### config.mk
export PLATFORM = sky130hd
export DESIGN_NAME = rotmem_alloc
export DESIGN_NICKNAME = d
export VERILOG_FILES = /design/src/rtl/rotmem_pkg.sv /design/src/rtl/rotmem_users.sv /design/src/rtl/rotmem_share.sv /design/src/rtl/rotmem_alloc.sv
export SDC_FILE = /design/constraint.sdc
export NUM_CORES = 1
export LEC_CHECK = 0
export BUFFER_PORTS_ARGS = -buffer_cell sky130_fd_sc_hd__buf_2
export CAP_MARGIN = 20
export CORE_ASPECT_RATIO = 0.6
export CORE_UTILIZATION = 55
export DETAILED_ROUTE_END_ITERATION = 7
export GPL_TIMING_DRIVEN = 1
export HOLD_SLACK_MARGIN = 0.08
export PLACE_DENSITY = 0.82
export SYNTH_ARGS = -nofsm -noshare
export SYNTH_HDL_FRONTEND = slang
export SYNTH_HIERARCHICAL = 1
export SYNTH_SLANG_ARGS = --single-unit
### constraint.sdc
create_clock -name clk -period 10.8 [get_ports clk]
set_input_delay 0.54 -clock clk [delete_from_list [all_inputs] [get_ports clk]]
set_output_delay 0.54 -clock clk [all_outputs]
set_load 0.02 [all_outputs]
### src/rtl/rotmem_pkg.sv
package rotmem_pkg;
    typedef enum logic [1:0] {
        ST_IDLE   = 2'd0,
        ST_COUNT  = 2'd1,
        ST_ALLOC  = 2'd2,
        ST_FINISH = 2'd3
    } rm_state_t;
endpackage

### src/rtl/rotmem_users.sv
module rotmem_users #(
    parameter int N_PLANES = 4,
    localparam int CW = $clog2(N_PLANES + 1)
) (
    input  logic [N_PLANES-1:0] need_mask,
    output logic [CW-1:0]       users
);
    always_comb begin
        users = '0;
        for (int i = 0; i < N_PLANES; i++)
            users = users + CW'(need_mask[i]);
    end
endmodule

### src/rtl/rotmem_share.sv
module rotmem_share #(
    parameter int SIZE_W = 16,
    localparam int GW = SIZE_W + 1
) (
    input  logic [GW-1:0]     pool,
    input  logic [SIZE_W-1:0] bank0_size,
    input  logic              bank1_nz,
    input  logic              favoured,
    input  logic              last_user,
    output logic [GW-1:0]     usable
);
    always_comb begin
        if (last_user)
            usable = pool;
        else if (favoured && bank1_nz)
            usable = GW'(bank0_size);
        else
            usable = pool >> 1;
    end
endmodule

### src/rtl/rotmem_alloc.sv
module rotmem_alloc
    import rotmem_pkg::*;
#(
    parameter int N_PLANES = 4,
    parameter int SIZE_W   = 16,
    localparam int GW    = SIZE_W + 1,
    localparam int CW    = $clog2(N_PLANES + 1),
    localparam int IDX_W = (N_PLANES > 1) ? $clog2(N_PLANES) : 1
) (
    input  logic                       clk,
    input  logic                       rst_n,
    input  logic                       start,
    input  logic [N_PLANES-1:0]        need_mask,
    input  logic [N_PLANES-1:0]        video1_mask,
    input  logic [N_PLANES*SIZE_W-1:0] req_size,
    input  logic [SIZE_W-1:0]          bank0_size,
    input  logic [SIZE_W-1:0]          bank1_size,
    output logic                       busy,
    output logic                       done,
    output logic                       pass,
    output logic [IDX_W-1:0]           fail_idx,
    output logic [N_PLANES*GW-1:0]     grant
);
    rm_state_t state, state_nx;

    logic [CW-1:0]    users_now;
    logic [CW-1:0]    remain;
    logic [GW-1:0]    pool;
    logic [IDX_W-1:0] idx;
    logic             pass_q;
    logic [IDX_W-1:0] fail_q;
    logic [GW-1:0]    grant_q [N_PLANES];
    logic [GW-1:0]    usable;
    logic [SIZE_W-1:0] req_cur;
    logic             last_idx;

    rotmem_users #(.N_PLANES(N_PLANES)) u_users (
        .need_mask (need_mask),
        .users     (users_now)
    );

    assign req_cur  = req_size[idx*SIZE_W +: SIZE_W];
    assign last_idx = (idx == IDX_W'(N_PLANES - 1));

    rotmem_share #(.SIZE_W(SIZE_W)) u_share (
        .pool       (pool),
        .bank0_size (bank0_size),
        .bank1_nz   (bank1_size != '0),
        .favoured   (video1_mask[idx]),
        .last_user  (remain == CW'(1)),
        .usable     (usable)
    );

    // State register
    always_ff @(posedge clk or negedge rst_n) begin
        if (!rst_n) state <= ST_IDLE;
        else        state <= state_nx;
    end

    always_comb begin
        state_nx = state;
        unique case (state)
            ST_IDLE:   if (start) state_nx = ST_COUNT;
            ST_COUNT:  state_nx = (users_now != '0) ? ST_ALLOC : ST_FINISH;
            ST_ALLOC:  if (last_idx) state_nx = ST_FINISH;
            ST_FINISH: state_nx = ST_IDLE;
        endcase
    end

    // Datapath
    always_ff @(posedge clk or negedge rst_n) begin
        if (!rst_n) begin
            remain <= '0;
            pool   <= '0;
            idx    <= '0;
            pass_q <= 1'b1;
            fail_q <= '0;
            for (int i = 0; i < N_PLANES; i++) grant_q[i] <= '0;
        end else begin
            unique case (state)
                ST_IDLE: ;
                ST_COUNT: begin
                    remain <= users_now;
                    pool   <= GW'(bank0_size) +
                              ((users_now > CW'(1)) ? GW'(bank1_size) : '0);
                    idx    <= '0;
                    pass_q <= 1'b1;
                    fail_q <= '0;
                    for (int i = 0; i < N_PLANES; i++) grant_q[i] <= '0;
                end
                ST_ALLOC: begin
                    if (need_mask[idx]) begin
                        remain       <= remain - CW'(1);
                        pool         <= pool - usable;
                        grant_q[idx] <= usable;
                        if (GW'(req_cur) > usable && pass_q) begin
                            pass_q <= 1'b0;
                            fail_q <= idx;
                        end
                    end
                    if (!last_idx) idx <= idx + IDX_W'(1);
                end
                ST_FINISH: ;
            endcase
        end
    end

    // Outputs
    always_comb begin
        busy     = (state != ST_IDLE);
        done     = (state == ST_FINISH);
        pass     = pass_q;
        fail_idx = fail_q;
        for (int i = 0; i < N_PLANES; i++) grant[i*GW +: GW] = grant_q[i];
    end

    // Assertions
    logic [GW+CW-1:0] grant_sum;
    logic [GW+CW-1:0] pool_start;
    always_comb begin
        grant_sum = '0;
        for (int i = 0; i < N_PLANES; i++) grant_sum = grant_sum + (GW+CW)'(grant_q[i]);
        pool_start = (GW+CW)'(bank0_size) +
                     ((users_now > CW'(1)) ? (GW+CW)'(bank1_size) : '0);
    end

    assert_grant_sum_R6: assert property (@(posedge clk) disable iff (!rst_n)
        (done && users_now != '0) |-> grant_sum == pool_start);

    assert_single_user_R2: assert property (@(posedge clk) disable iff (!rst_n)
        (done && users_now == CW'(1)) |-> grant_sum == (GW+CW)'(bank0_size));

    assert_pool_shrinks_R6: assert property (@(posedge clk) disable iff (!rst_n)
        (state == ST_ALLOC) |=> pool <= $past(pool));

    assert_done_pulse_R10: assert property (@(posedge clk) disable iff (!rst_n)
        done |=> !done);

    assert_start_ignored_R10: assert property (@(posedge clk) disable iff (!rst_n)
        (busy && state != ST_FINISH) |=> busy);

    assert_fail_is_user_R7: assert property (@(posedge clk) disable iff (!rst_n)
        (done && !pass) |-> need_mask[fail_idx]);

    assert_inputs_steady_R6: assert property (@(posedge clk) disable iff (!rst_n)
        (busy && state != ST_COUNT) |-> $stable(need_mask) && $stable(bank0_size));

    for (genvar g = 0; g < N_PLANES; g++) begin : g_chk
        assert_nonuser_zero_R8: assert property (@(posedge clk) disable iff (!rst_n)
            (done && !need_mask[g]) |-> grant[g*GW +: GW] == '0);
    end
endmodule

# --- Yosys cells after proc, flatten, opt, wreduce, memory -nomap -nowiden ---
# Cells that the tools add are included.
word_totals:
  word_cells: 74
  regBits: 95
  latchBits: 0
  romBits: 0
  mem_bits_rw: 0
  input_bits: 107
  out_inout_bits: 73
  mem_count: 0
op_classes:
  div: 0
  n_bitwise: 1
  shifts: 1
  order_cmp: 5
  mux: 28
  n_mul: 0
  n_reduce_logical: 12
  eq_ne: 10
  add_sub_neg: 7
op_table:
  columns: ["op", "count"]
  rows:
  - ["$pmux W68 S2", 1]
  - ["$bwmux W68", 1]
  - ["$mux W68", 1]
  - ["$shiftx A64 B7 Y16", 1]
  - ["$mux W17", 3]
  - ["$demux W17 S2", 1]
  - ["$pmux W17 S2", 1]
  - ["$mux W16", 2]
  - ["$add A16 B16 Y17", 1]
  - ["$gt A16 B17 Y1", 1]
  - ["$sub A17 B17 Y17", 1]
  - ["$reduce_bool A16 Y1", 1]
  - ["$mux W2", 5]
  - ["$ne A2 B2 Y1 const B", 5]
  - ["$pmux W2 S2", 2]
  - ["$pmux W2 S4", 1]
  - ["$add A3 B1 Y3", 2]
  - ["$eq A2 B2 Y1 const B", 3]
  - ["$pmux W3 S2", 1]
  - ["$reduce_and A2 Y1", 3]
  - ["$mux W1", 5]
  - ["$bmux W1 S2", 2]
  - ["$reduce_bool A2 Y1", 2]
  - ["$eq A3 B1 Y1 const B", 1]
  - ["15 further kinds", 17]

# --- Logic depth before layout (Yosys ltp) ---
depth:
  word_depth: 10
  ltp_mapped: 17
  mapped_depth_nobuf: 17

# --- By module ---
# The synthesis kept the hierarchy.
by_module_without_submodules:
  columns: ["module", "seq_area_each_um2", "area_per_inst_um2", "cells_per_inst", "instances"]
  rows:
  - ["rotmem_alloc", 2378.5, 6443.7, 711, 1]
  - ["rotmem_share", 0.0, 550.5, 76, 1]
  - ["rotmem_users", 0.0, 63.8, 8, 1]

# --- Worst setup path after synthesis ---
# Ideal clock, no wire load.
synth_timing:
  path_type: "input port to flip-flop"
  start: "input port need_mask[0]"
  end: "register pool[14]"
  setup_time_ps: 94
  path_slack_ps: 6828
  cell_stages: 17
  n_path_buf: 0
  required_ps: 10706
  arrival_time_ps: 3878
  path_cell_list: "inv_1 -> fa_1 -> inv_1 -> ha_1 -> ha_1 -> nor2_1 -> nor2b_1 -> ha_1 -> fa_1 -> a21o_1 -> a21oi_1 -> o21bai_1 -> a31oi_2 -> o21ai_2 -> a31oi_1 -> xor2_1 -> a211oi_1"
synth_between:
  elab_chain_len: 7
  elab_cells_between_ends: 11
  cone_classes: "add/sub (4); order compare (1); eq/ne (1); mux (4); reduce/logical (1)"
synth_lines:
  columns: ["element", "line", "rtl"]
  rows:
  - ["start, declared", "rotmem_alloc.sv:13", "input logic [N_PLANES-1:0] need_mask,"]
  - ["$add A1 B1 Y2", "rotmem_users.sv:11", "users = users + CW'(need_mask[i]);"]
  - ["$add A3 B1 Y3 (2 in a row)", "rotmem_users.sv:11", null]
  - ["net users_now[1]", "rotmem_alloc.sv:26", "logic [CW-1:0] users_now;"]
  - ["$gt A3 B1 Y1", null, null]
  - ["$mux W16", "rotmem_alloc.sv:85", "((users_now > CW'(1)) ? GW'(bank1_size) : '0);"]
  - ["$add A16 B16 Y17", "rotmem_alloc.sv:84", "pool <= GW'(bank0_size) +"]
  - ["$pmux W17 S2", "rotmem_alloc.sv:80", "unique case (state)"]
  - ["end signal, assigned", "rotmem_alloc.sv:84", null]
  - ["end signal, assigned", "rotmem_alloc.sv:94", "pool <= pool - usable;"]
  - ["end, declared", "rotmem_alloc.sv:28", "logic [GW-1:0] pool;"]
# The timed path passes the listed nets, and every way through them passes these cells. The select of a mux whose other input is x is not followed.
# A chain may end at the register's enable or synchronous reset.

# --- Worst setup path after layout ---
layout_timing:
  start: "input port bank1_size[15]"
  end: "register pool[16]"
layout_between:
  elab_chain_len: 7
  elab_cells_between_ends: 9
  cone_classes: "add/sub (2); mux (5); reduce/logical (2)"
layout_lines:
  columns: ["element", "line", "rtl"]
  rows:
  - ["start, declared", "rotmem_alloc.sv:17", "input logic [SIZE_W-1:0] bank1_size,"]
  - ["$reduce_bool A16 Y1", "rotmem_alloc.sv:48", ".bank1_nz (bank1_size != '0),"]
  - ["$logic_and A1 B1 Y1", "rotmem_share.sv:15", "else if (favoured && bank1_nz)"]
  - ["$mux W16", "rotmem_share.sv:15", null]
  - ["$mux W17", "rotmem_share.sv:13", "if (last_user)"]
  - ["net usable[0]", "rotmem_alloc.sv:33", "logic [GW-1:0] usable;"]
  - ["$sub A17 B17 Y17", "rotmem_alloc.sv:94", null]
  - ["$mux W17", "rotmem_alloc.sv:92", "if (need_mask[idx]) begin"]
  - ["$pmux W17 S2", "rotmem_alloc.sv:80", null]
# The timed path passes the listed nets, and every way through them passes these cells. The select of a mux whose other input is x is not followed.

==> metrics <==
I/O Pins 180; Starting Density 57.4%; CTS clk-pin slew, worst paths 70 ps; Root Driver clkbuf_16; vias per cell 5.97; final cell utilization of the core 67.7%; H-tree levels 3; Min Clock Period, post-route 5120 ps; CTS tree done; Netlist cell types 63; CP Depth 14; crit-path cells buf_2 -> nor4_1 -> nand4_1 -> and2_4 -> o311ai_1 -> ha_1 -> fa_1 -> nand2b_1 -> a21oi_1 -> o211ai_2 -> a21boi_2 -> o211ai_1 -> nand3b_1 -> a311o_1; gp weighted congestion 0.999; Core Region 12300 µm²; Longest Clk Path Bufs 2; Top FF cell, synth dfrtp_1; First-pass DRT Iterations 5; CTS Hold Buffers Added 0; Hold Slack 92.1 ps; Worst VDD drop 0.204 mV; vias in the first global route 6256; CP Capture Type flop; largest net degree at the start of global routing 73; # fillers 1016; DRT iter0 DRCs 625; EDFF count, synth 0; Pleak 4.10 nW; CP bufs+invs 1; Wirelength per Cell 18.4 µm; Power Density 324 nW/µm²; die footprint 13300 µm²; setup TNS 0 ps; fmax 0.195 GHz; Post-DP HPWL 15700 µm; worst skew pair latency 350 ps; die extent in y 89.8 µm; Sink Count 95; Hold Vio Cnt, Final 0; # diodes 0; most common cell after layout, fill and taps aside buf_2; GRT Total Usage 32.0%; critical path launch point type input pin; Final #Nets 1122; worst min-delay path class input pin to asynchronous set/reset pin; row count 31; CP required 11020 ps; r2r worst-path depth 13; Syn. warnings 6; post-synthesis sequential area ratio 33.7%; max_cap viols 0; clk_skew 9.38 ps; number of gates resized after cts 0; share of cells above drive strength 1 26.6%; Layout Area Growth over Synthesis 17.9%; Avg Synthesized Cell Area 8.88 µm²; Critical Path Max Stage Delay 830 ps; post-synth top area share 33.3%; Worst EP arrival 5350 ps; worst-margin pin slew 972 ps; GRT overflow 0; Post-synth ARST share 100%; PortBufs 179; syn_nets 966; crit-path leading delay family simple AND/OR/NAND/NOR gates; crit path max fanout 17; status complete, no violations; Remaining DRCs 0; DIE WIDTH 148 µm; crit share post-route 47.4%; first-pass GRT wire length 33200 µm; Yosys reg bits 95; Final Setup Violations 0; cell taking the most area after synthesis dfrtp_1; via count 6687; mapped cell area 7060 µm²; number of routed nets with antenna violations 0; CTS Buf Count 9; critical path class input pin to flop; top area cells in the synthesized netlist dfrtp_1 33%, ha_1 11%, nand2_1 7.3%; max-slew violations 0; multi-input logic area 4230 µm²; overall routed net length 20600 µm; most frequent cells in the layout 178 x buf_2, 138 x nand2_1, 94 x dfrtp_1, 73 x o21ai_0, 66 x inv_1; Slew Limit Headroom 34.1%; Post-Synthesis Cells 795; register area 2380 µm²; RSZ-0062 raised after global routing no; Post-CTS Setup Bufs 0; Slowest-stage cell, CP o311ai_1; initial antenna violation count 0
-- stage by stage --
stage,std cells,area [µm²],power [mW],setup WS [ps]
3_5_place_dp,1105,8030,2.33,5600
2_1_floorplan,795,7060,1.89,6830
5_1_grt,1121,8320,2.90,5450
3_3_place_gp,1105,8030,2.29,5660
4_1_cts,1121,8320,2.66,5870
6_report,1121,8320,2.69,5680
-- state kept, by name, summed over array words and instances, names as in the netlist --
name and count:
fail_idx 2, pass 1, remain 3, grant 68
pool 17, idx 2, state 2
-- metal layers --
layer / up-vias / global-route usage, % / part of all wire, % / wire length [µm]
li1: 3125 / - / - / -
met1: 3160 / 47.1 / 44 / 9110
met2: 356 / 47.9 / 43 / 8960
met3: 46 / 5.99 / 9.9 / 2050
met4: 0 / 8.93 / 2.4 / 503
met5: - / 0 / 0 / 0
-- synthesized netlist by cell type, types with 8 or more instances --
master	number
buf_2	16
o21ai_0	73
nor2b_1	21
inv_1	66
o21ai_1	11
nand4b_1	16
dfrtp_1	94
mux4_2	18
a21oi_1	39
xnor2_1	16
clkbuf_1	19
a22o_1	14
nand2b_1	8
xor2_1	8
nand2_1	138
nand3_1	17
a21o_1	12
nor2_1	27
ha_1	61
o311ai_2	10
-- power by group --
group          internal, mW  leakage, nW  switching (mW)
clock network         0.163        0.143           0.151
logic                 0.676         2.69            1.15
registers             0.469         1.26          0.0865
-- layout make-up --
| type | count | area share (%) |
|---|---|---|
| clock buffers | 10 | 2.75 |
| clock inverters | 6 | 0.722 |
| inverters | 66 | 2.98 |
| multi-input cells | 591 | 50.9 |
| flip-flops and latches | 95 | 28.6 |
| well taps | 165 | 2.48 |
| repair buffers | 188 | 11.6 |
-- final timing paths --
path,startpoint,endpoint,slack [ps]
worst max-delay path,bank1_size[15],pool[16],5680
worst min-delay path,rst_n,grant[44],90
worst max register to register,idx[0],pool[16],6020
worst min register to register,grant[33],grant[33],480
max in group asynchronous,rst_n,grant[39],9480
min in group clk,grant[33],grant[33],480
-- logic make-up after synthesis --
kind of cell               count (synthesis)  share of synthesized area (%)
and+or+nand+nor                          267                           18.4
muxes                                     26                           6.91
AOI/OAI and AO/OA                        210                           19.9
buffers and inverters                    109                           6.40
DFF                                       95                           33.7
xor gates and xnor gates                  24                           2.98
adders and majority gates                 64                           11.7
No activity file was read; power rests on OpenSTA's default activity.
